**config.mk**
```make
export PLATFORM = sky130hd
export DESIGN_NAME = spec_addr_table
export DESIGN_NICKNAME = d
export VERILOG_FILES = /design/src/rtl/spec_addr_pkg.sv /design/src/rtl/spec_addr_match.sv /design/src/rtl/spec_addr_age.sv /design/src/rtl/spec_addr_pick.sv /design/src/rtl/spec_addr_table.sv
export SDC_FILE = /design/constraint.sdc
export NUM_CORES = 1
export LEC_CHECK = 0
export BUFFER_PORTS_ARGS = -buffer_cell sky130_fd_sc_hd__buf_2
export CELL_PAD_IN_SITES_DETAIL_PLACEMENT = 1
export CELL_PAD_IN_SITES_GLOBAL_PLACEMENT = 2
export CORE_ASPECT_RATIO = 1.4
export CORE_MARGIN = 2
export CORE_UTILIZATION = 30
export CTS_CLUSTER_DIAMETER = 150
export DETAILED_ROUTE_END_ITERATION = 6
export HOLD_SLACK_MARGIN = 0.08
export PLACE_DENSITY = 0.64
export SLEW_MARGIN = 20
export SYNTH_ARGS = -nofsm -noshare
export SYNTH_HDL_FRONTEND = slang
export SYNTH_HIERARCHICAL = 1
export SYNTH_SLANG_ARGS = --single-unit
```
**constraint.sdc**
```tcl
create_clock -name clk -period 5 [get_ports clk]
set_clock_uncertainty 0.2 [all_clocks]
set_input_delay 0.75 -clock clk [delete_from_list [all_inputs] [get_ports clk]]
set_output_delay 0.75 -clock clk [all_outputs]
set_load 0.02 [all_outputs]
```
**src/rtl/spec_addr_pkg.sv**
```systemverilog
package spec_addr_pkg;
  // Registered outcome of a check operation.
  typedef enum logic [1:0] {
    RSP_IDLE = 2'd0,
    RSP_HIT  = 2'd1,
    RSP_MISS = 2'd2
  } rsp_kind_e;
endpackage

```
**src/rtl/spec_addr_match.sv**
```systemverilog
// Per-slot comparators for store, check and insert probes.
module spec_addr_match #(
  parameter int DEPTH = 16,
  parameter int REG_W = 7,
  parameter int TAG_W = 29
) (
  input  logic [DEPTH-1:0]            valid,
  input  logic [DEPTH-1:0][REG_W-1:0] slot_reg,
  input  logic [DEPTH-1:0][TAG_W-1:0] slot_tag,
  input  logic                        st_valid,
  input  logic [TAG_W-1:0]            st_tag,
  input  logic                        chk_valid,
  input  logic [REG_W-1:0]            chk_reg,
  input  logic                        ins_valid,
  input  logic [REG_W-1:0]            ins_reg,
  output logic [DEPTH-1:0]            st_kill,
  output logic [DEPTH-1:0]            chk_take,
  output logic [DEPTH-1:0]            ins_same
);
  for (genvar i = 0; i < DEPTH; i++) begin : g_slot
    assign st_kill[i]  = st_valid  & valid[i] & (slot_tag[i] == st_tag);
    assign chk_take[i] = chk_valid & valid[i] & (slot_reg[i] == chk_reg);
    assign ins_same[i] = ins_valid & valid[i] & (slot_reg[i] == ins_reg);
  end
endmodule

```
**src/rtl/spec_addr_age.sv**
```systemverilog
// Pairwise age matrix: older_q[i][j] set means slot i was written before slot j.
module spec_addr_age #(
  parameter int DEPTH = 16
) (
  input  logic             clk,
  input  logic             rst_n,
  input  logic             ins_we,
  input  logic [DEPTH-1:0] ins_slot,
  input  logic [DEPTH-1:0] surv,
  output logic [DEPTH-1:0] oldest
);
  logic [DEPTH-1:0][DEPTH-1:0] older_q;

  always_ff @(posedge clk) begin
    if (!rst_n) begin
      older_q <= '0;
    end else if (ins_we) begin
      for (int i = 0; i < DEPTH; i++) begin
        for (int j = 0; j < DEPTH; j++) begin
          if (ins_slot[i])
            older_q[i][j] <= 1'b0;
          else if (ins_slot[j])
            older_q[i][j] <= 1'b1;
        end
      end
    end
  end

  // A surviving slot is oldest when it is older than every other survivor.
  for (genvar i = 0; i < DEPTH; i++) begin : g_old
    localparam logic [DEPTH-1:0] SELF = DEPTH'(1) << i;
    assign oldest[i] = surv[i] & (&(~surv | older_q[i] | SELF));
  end

  // Two live slots must always be strictly ordered.
  for (genvar i = 0; i < DEPTH; i++) begin : g_ai
    for (genvar j = i + 1; j < DEPTH; j++) begin : g_aj
      AST_AGE_ORDERED: assert property (@(posedge clk) disable iff (!rst_n)
        (surv[i] && surv[j]) |-> (older_q[i][j] != older_q[j][i]));
    end
  end
endmodule

```
**src/rtl/spec_addr_pick.sv**
```systemverilog
// Chooses the slot an insert writes: same-register slot, else lowest free, else oldest.
module spec_addr_pick #(
  parameter int DEPTH = 16
) (
  input  logic [DEPTH-1:0] surv,
  input  logic [DEPTH-1:0] same_live,
  input  logic [DEPTH-1:0] oldest,
  output logic [DEPTH-1:0] slot
);
  logic [DEPTH-1:0] free_first;

  always_comb begin
    free_first = '0;
    for (int i = DEPTH - 1; i >= 0; i--) begin
      if (!surv[i]) free_first = DEPTH'(1) << i;
    end
  end

  always_comb begin
    if (|same_live)       slot = same_live;
    else if (|free_first) slot = free_first;
    else                  slot = oldest;
  end
endmodule

```
**src/rtl/spec_addr_table.sv**
```systemverilog
module spec_addr_table
  import spec_addr_pkg::*;
#(
  parameter int DEPTH     = 16,
  parameter int REG_W     = 7,
  parameter int ADDR_W    = 32,
  parameter int LINE_LOG2 = 3
) (
  input  logic              clk,
  input  logic              rst_n,
  input  logic              ins_valid,
  input  logic [REG_W-1:0]  ins_reg,
  input  logic [ADDR_W-1:0] ins_addr,
  input  logic              st_valid,
  input  logic [ADDR_W-1:0] st_addr,
  input  logic              chk_valid,
  input  logic [REG_W-1:0]  chk_reg,
  output logic              rsp_valid,
  output logic              rsp_hit,
  output logic [REG_W-1:0]  rsp_reg,
  output logic              reload_req
);
  localparam int TAG_W = ADDR_W - LINE_LOG2;

  logic [DEPTH-1:0]            valid_q;
  logic [DEPTH-1:0][REG_W-1:0] reg_q;
  logic [DEPTH-1:0][TAG_W-1:0] tag_q;

  logic [DEPTH-1:0] st_kill, chk_take, ins_same, surv, oldest, slot;
  logic             chk_found;
  rsp_kind_e        rsp_q;
  logic [REG_W-1:0] rsp_reg_q;

  spec_addr_match #(.DEPTH(DEPTH), .REG_W(REG_W), .TAG_W(TAG_W)) i_match (
    .valid    (valid_q),
    .slot_reg (reg_q),
    .slot_tag (tag_q),
    .st_valid (st_valid),
    .st_tag   (st_addr[ADDR_W-1:LINE_LOG2]),
    .chk_valid(chk_valid),
    .chk_reg  (chk_reg),
    .ins_valid(ins_valid),
    .ins_reg  (ins_reg),
    .st_kill  (st_kill),
    .chk_take (chk_take),
    .ins_same (ins_same)
  );

  // Store acts first, then the check, then the insert.
  assign surv      = valid_q & ~st_kill & ~chk_take;
  assign chk_found = |(chk_take & ~st_kill);

  spec_addr_age #(.DEPTH(DEPTH)) i_age (
    .clk     (clk),
    .rst_n   (rst_n),
    .ins_we  (ins_valid),
    .ins_slot(slot),
    .surv    (surv),
    .oldest  (oldest)
  );

  spec_addr_pick #(.DEPTH(DEPTH)) i_pick (
    .surv     (surv),
    .same_live(ins_same & surv),
    .oldest   (oldest),
    .slot     (slot)
  );

  always_ff @(posedge clk) begin
    if (!rst_n) begin
      valid_q <= '0;
    end else begin
      valid_q <= surv | (ins_valid ? slot : '0);
    end
  end

  always_ff @(posedge clk) begin
    for (int i = 0; i < DEPTH; i++) begin
      if (ins_valid && slot[i]) begin
        reg_q[i] <= ins_reg;
        tag_q[i] <= ins_addr[ADDR_W-1:LINE_LOG2];
      end
    end
  end

  always_ff @(posedge clk) begin
    if (!rst_n) begin
      rsp_q     <= RSP_IDLE;
      rsp_reg_q <= '0;
    end else begin
      rsp_q     <= !chk_valid ? RSP_IDLE : (chk_found ? RSP_HIT : RSP_MISS);
      rsp_reg_q <= chk_reg;
    end
  end

  assign rsp_valid  = (rsp_q != RSP_IDLE);
  assign rsp_hit    = (rsp_q == RSP_HIT);
  assign reload_req = (rsp_q == RSP_MISS);
  assign rsp_reg    = rsp_reg_q;

  // Assertion support: duplicate registers and presence of the answered register.
  logic dup_reg, rsp_reg_live;
  always_comb begin
    dup_reg      = 1'b0;
    rsp_reg_live = 1'b0;
    for (int i = 0; i < DEPTH; i++) begin
      if (valid_q[i] && reg_q[i] == rsp_reg_q) rsp_reg_live = 1'b1;
      for (int j = i + 1; j < DEPTH; j++) begin
        if (valid_q[i] && valid_q[j] && reg_q[i] == reg_q[j]) dup_reg = 1'b1;
      end
    end
  end

  AST_ONE_PER_REG: assert property (@(posedge clk) disable iff (!rst_n)
    !dup_reg);
  AST_RSP_DUE: assert property (@(posedge clk) disable iff (!rst_n)
    chk_valid |=> rsp_valid);
  AST_RSP_ONLY_AFTER_CHK: assert property (@(posedge clk) disable iff (!rst_n)
    rsp_valid |-> $past(chk_valid));
  AST_CHECK_CONSUMES: assert property (@(posedge clk) disable iff (!rst_n)
    rsp_valid |-> (!rsp_reg_live || $past(ins_valid && ins_reg == chk_reg)));
endmodule

```
==> impl_metrics.tcl <==
set metrics [dict create \
    outcome "complete, no violations" \
    largest_register "tag_q" \
    clockRootBuffer "clkbuf_16" \
    fillCellCount 12600 \
    grt_usage_pct 20.4 \
    clock_sinks 841 \
    dieWidth_um 299 \
    power_leakage_nw 14.9 \
    io_buffer_count 86 \
    firstDrtPassIters 5 \
    place.gp.congestion 0.801 \
    clk_pin_slew_ps 60 \
    slew_violations 0 \
    num_io_pins 93 \
    yosysWarnings 6 \
    worstSetupPathType "input port to register" \
    finalNonFillerCells 4645 \
    synth-edff-count 576 \
    pre_cts_ws_ps -487 \
    fin_crit_sh_pct 96.7 \
    wl_per_cell_um 27.4 \
    holdBufCountCts 0 \
    syn_area_per_cell_um2 13.8 \
    post-dp-hpwl_um 86100 \
    place_area_mm2 0.0411 \
    cts-htree-levels 3 \
    clockBufferDepth 3 \
    largest_reg_flops 464 \
    critPathLaunchType "input port" \
    grt_max_degree 38 \
    p_total_w 0.0151 \
    crit_fanout 7 \
    fin_crit_ps 4830 \
    synth-main-ff-cell "edfxtp_1" \
    yosysTopAreaCellShare_pct 47.3 \
    coreArea_mm2 0.121 \
    ys_types 49 \
    maxCapViolations 0 \
    vias 23000 \
    fmax_mhz 207 \
    routed_wl_um 127000 \
    power.density_mw_per_mm2 343 \
    hold_viol 0 \
    postRouteAntennaNets 0 \
    drtIter0Drc 1446 \
    synth_area_leader_cell "edfxtp_1" \
    endpoint_kind "register" \
    placed_cells 4479 \
    clk_latency_ps 720 \
    hold_class "input port to register" \
    nNetsFinal 3048 \
    final_cell_mix "edfxtp_1, xor2_1, xnor2_1" \
    gr-usage-met1_pct 22.8 \
    cts_tree "yes" \
    viasPerCell 4.95 \
    grt_pass1_vias 25500 \
    grt-busiest-layer "met2" \
    mostFrequentLayoutCell "edfxtp_1" \
    rows 151 \
    arrival_ps 5250 \
    grt_overflow 0 \
    worstPathRequired_ps 5420 \
    synth.cell_area_mm2 0.0366 \
    die_height_um 417 \
    die_area_mm2 0.125 \
    layout_setup_ws_ps 167 \
    drive_above_1_share_pct 19.7 \
    seq_area_frac_synth_pct 61.8 \
    synth_seq_cells 841 \
    met2_usage_pct 38.7 \
    reg_top3 "tag_q x464, i_age/older_q x240, reg_q x112" \
    syn_nets 2736 \
    irDropWorstVdd_mv 0.323 \
    antenna_found_initial 4 \
    synth_area_leaders "edfxtp_1, dfxtp_1, xor2_1, xnor2_1, o21a_1" \
    numCtsBuffers 90 \
    drc 0 \
    rsz0062_at_grt "false" \
    final_cell_area_mm2 0.0440 \
    syn_to_final_growth_pct 20.1 \
    grt_first_pass_wirelength_um 183000 \
    grtUsageMet3_pct 2.34 \
    max_slew.worst_pin.slew_ps 849 \
    start_util_pct 30.2 \
    synth_cells 2653 \
    synthArstFlopShare_pct 0 \
    maxSlewHeadroom_pct 43.2 \
    setup_viol 0 \
]
-- area by class of cell --
class	count	area [um2]	share of cell area, %
Antenna cell	1	2.50	0.00569
Clock buffer	114	2430	5.54
Tap cell	1606	2010	4.57
Sequential cell	841	22600	51.4
Clock inverter	51	453	1.03
Multi-Input combinational cell	1621	12700	29.0
Inverter	31	116	0.265
Timing Repair Buffer	380	3610	8.22
-- critical path: stages --
cell and delay, ps:
buf_2 330, buf_4 240, xor2_1 80, nor4_1 450, buf_4 190, nand4_1 200
nor4_2 320, nor3b_2 150, inv_1 400, buf_4 260, o2111ai_1 120, nor4_1 390
buf_4 190, nand2_1 60, o21ai_0 220, and2_1 460, buf_4 280, o21a_1 130
-- routing by layer --
layer / wire (um) / share of wire (%)
met5: 21 / 0.016
met3: 4250 / 3.3
met4: 5020 / 3.9
met2: 68700 / 54
met1: 49400 / 39
-- stage by stage --
stage / TNS (ps) / hold WS [ps] / util (%)
finish: 0 / 201 / 36.3
global route: 0 / 175 / 36.3
CTS: 0 / 155 / 36.3
detailed placement: -185450 / 244 / 33.9
global placement: -199200 / 237 / 33.9
floorplan: 0 / 232 / -
-- kinds of logic after synthesis --
logic type,share of synthesized area (%)
DFF,61.8
xor gates and xnor gates,16.4
and+or+nand+nor,10.4
AOI/OAI and AO/OA,7.63
buffers and inverters,3.74
-- where the power goes --
group / total, W / leakage, nW / internal [W] / switching [W]
logic: 0.00100 / 6.13 / 0.000352 / 0.000652
registers: 0.00752 / 7.35 / 0.00749 / 0.0000301
clock network: 0.00654 / 1.40 / 0.00359 / 0.00295
-- synth_stat cells, drive strengths merged (2+ instances only) --
master   number
o21a        256
o2111ai      66
edfxtp      576
inv          28
nand2b      171
a31o          2
a21oi         6
a41oi         2
o21bai        6
and3          4
o21ai         7
o22ai         4
buf         141
xor2        381
nor3b        17
or2b          8
dfxtp       265
a221oi        2
and2         56
a31oi         4
nand3        33
and4          4
nand4        96
xnor2       306
nor2b        20
clkinv        3
nor4        148
nand2        13
clkbuf       19
-- path summary, 6_finish.rpt --
kind / start / endpoint / slack (ps) / cells after the start
worst max-delay path: st_addr[18] / i_age/older_q[240] / 170 / 18
worst min-delay path: ins_reg[5] / reg_q[89] / 200 / 1
worst max register to register: tag_q[425] / i_age/older_q[240] / 280 / 16
worst min register to register: i_age/older_q[23] / i_age/older_q[23] / 250 / 1
-- what timing repair did --
action	CTS	global route
setup buffers	0	0
gates resized for setup	0	1
setup endpoints to repair	0	1
Power figures use the tool's default switching activity.
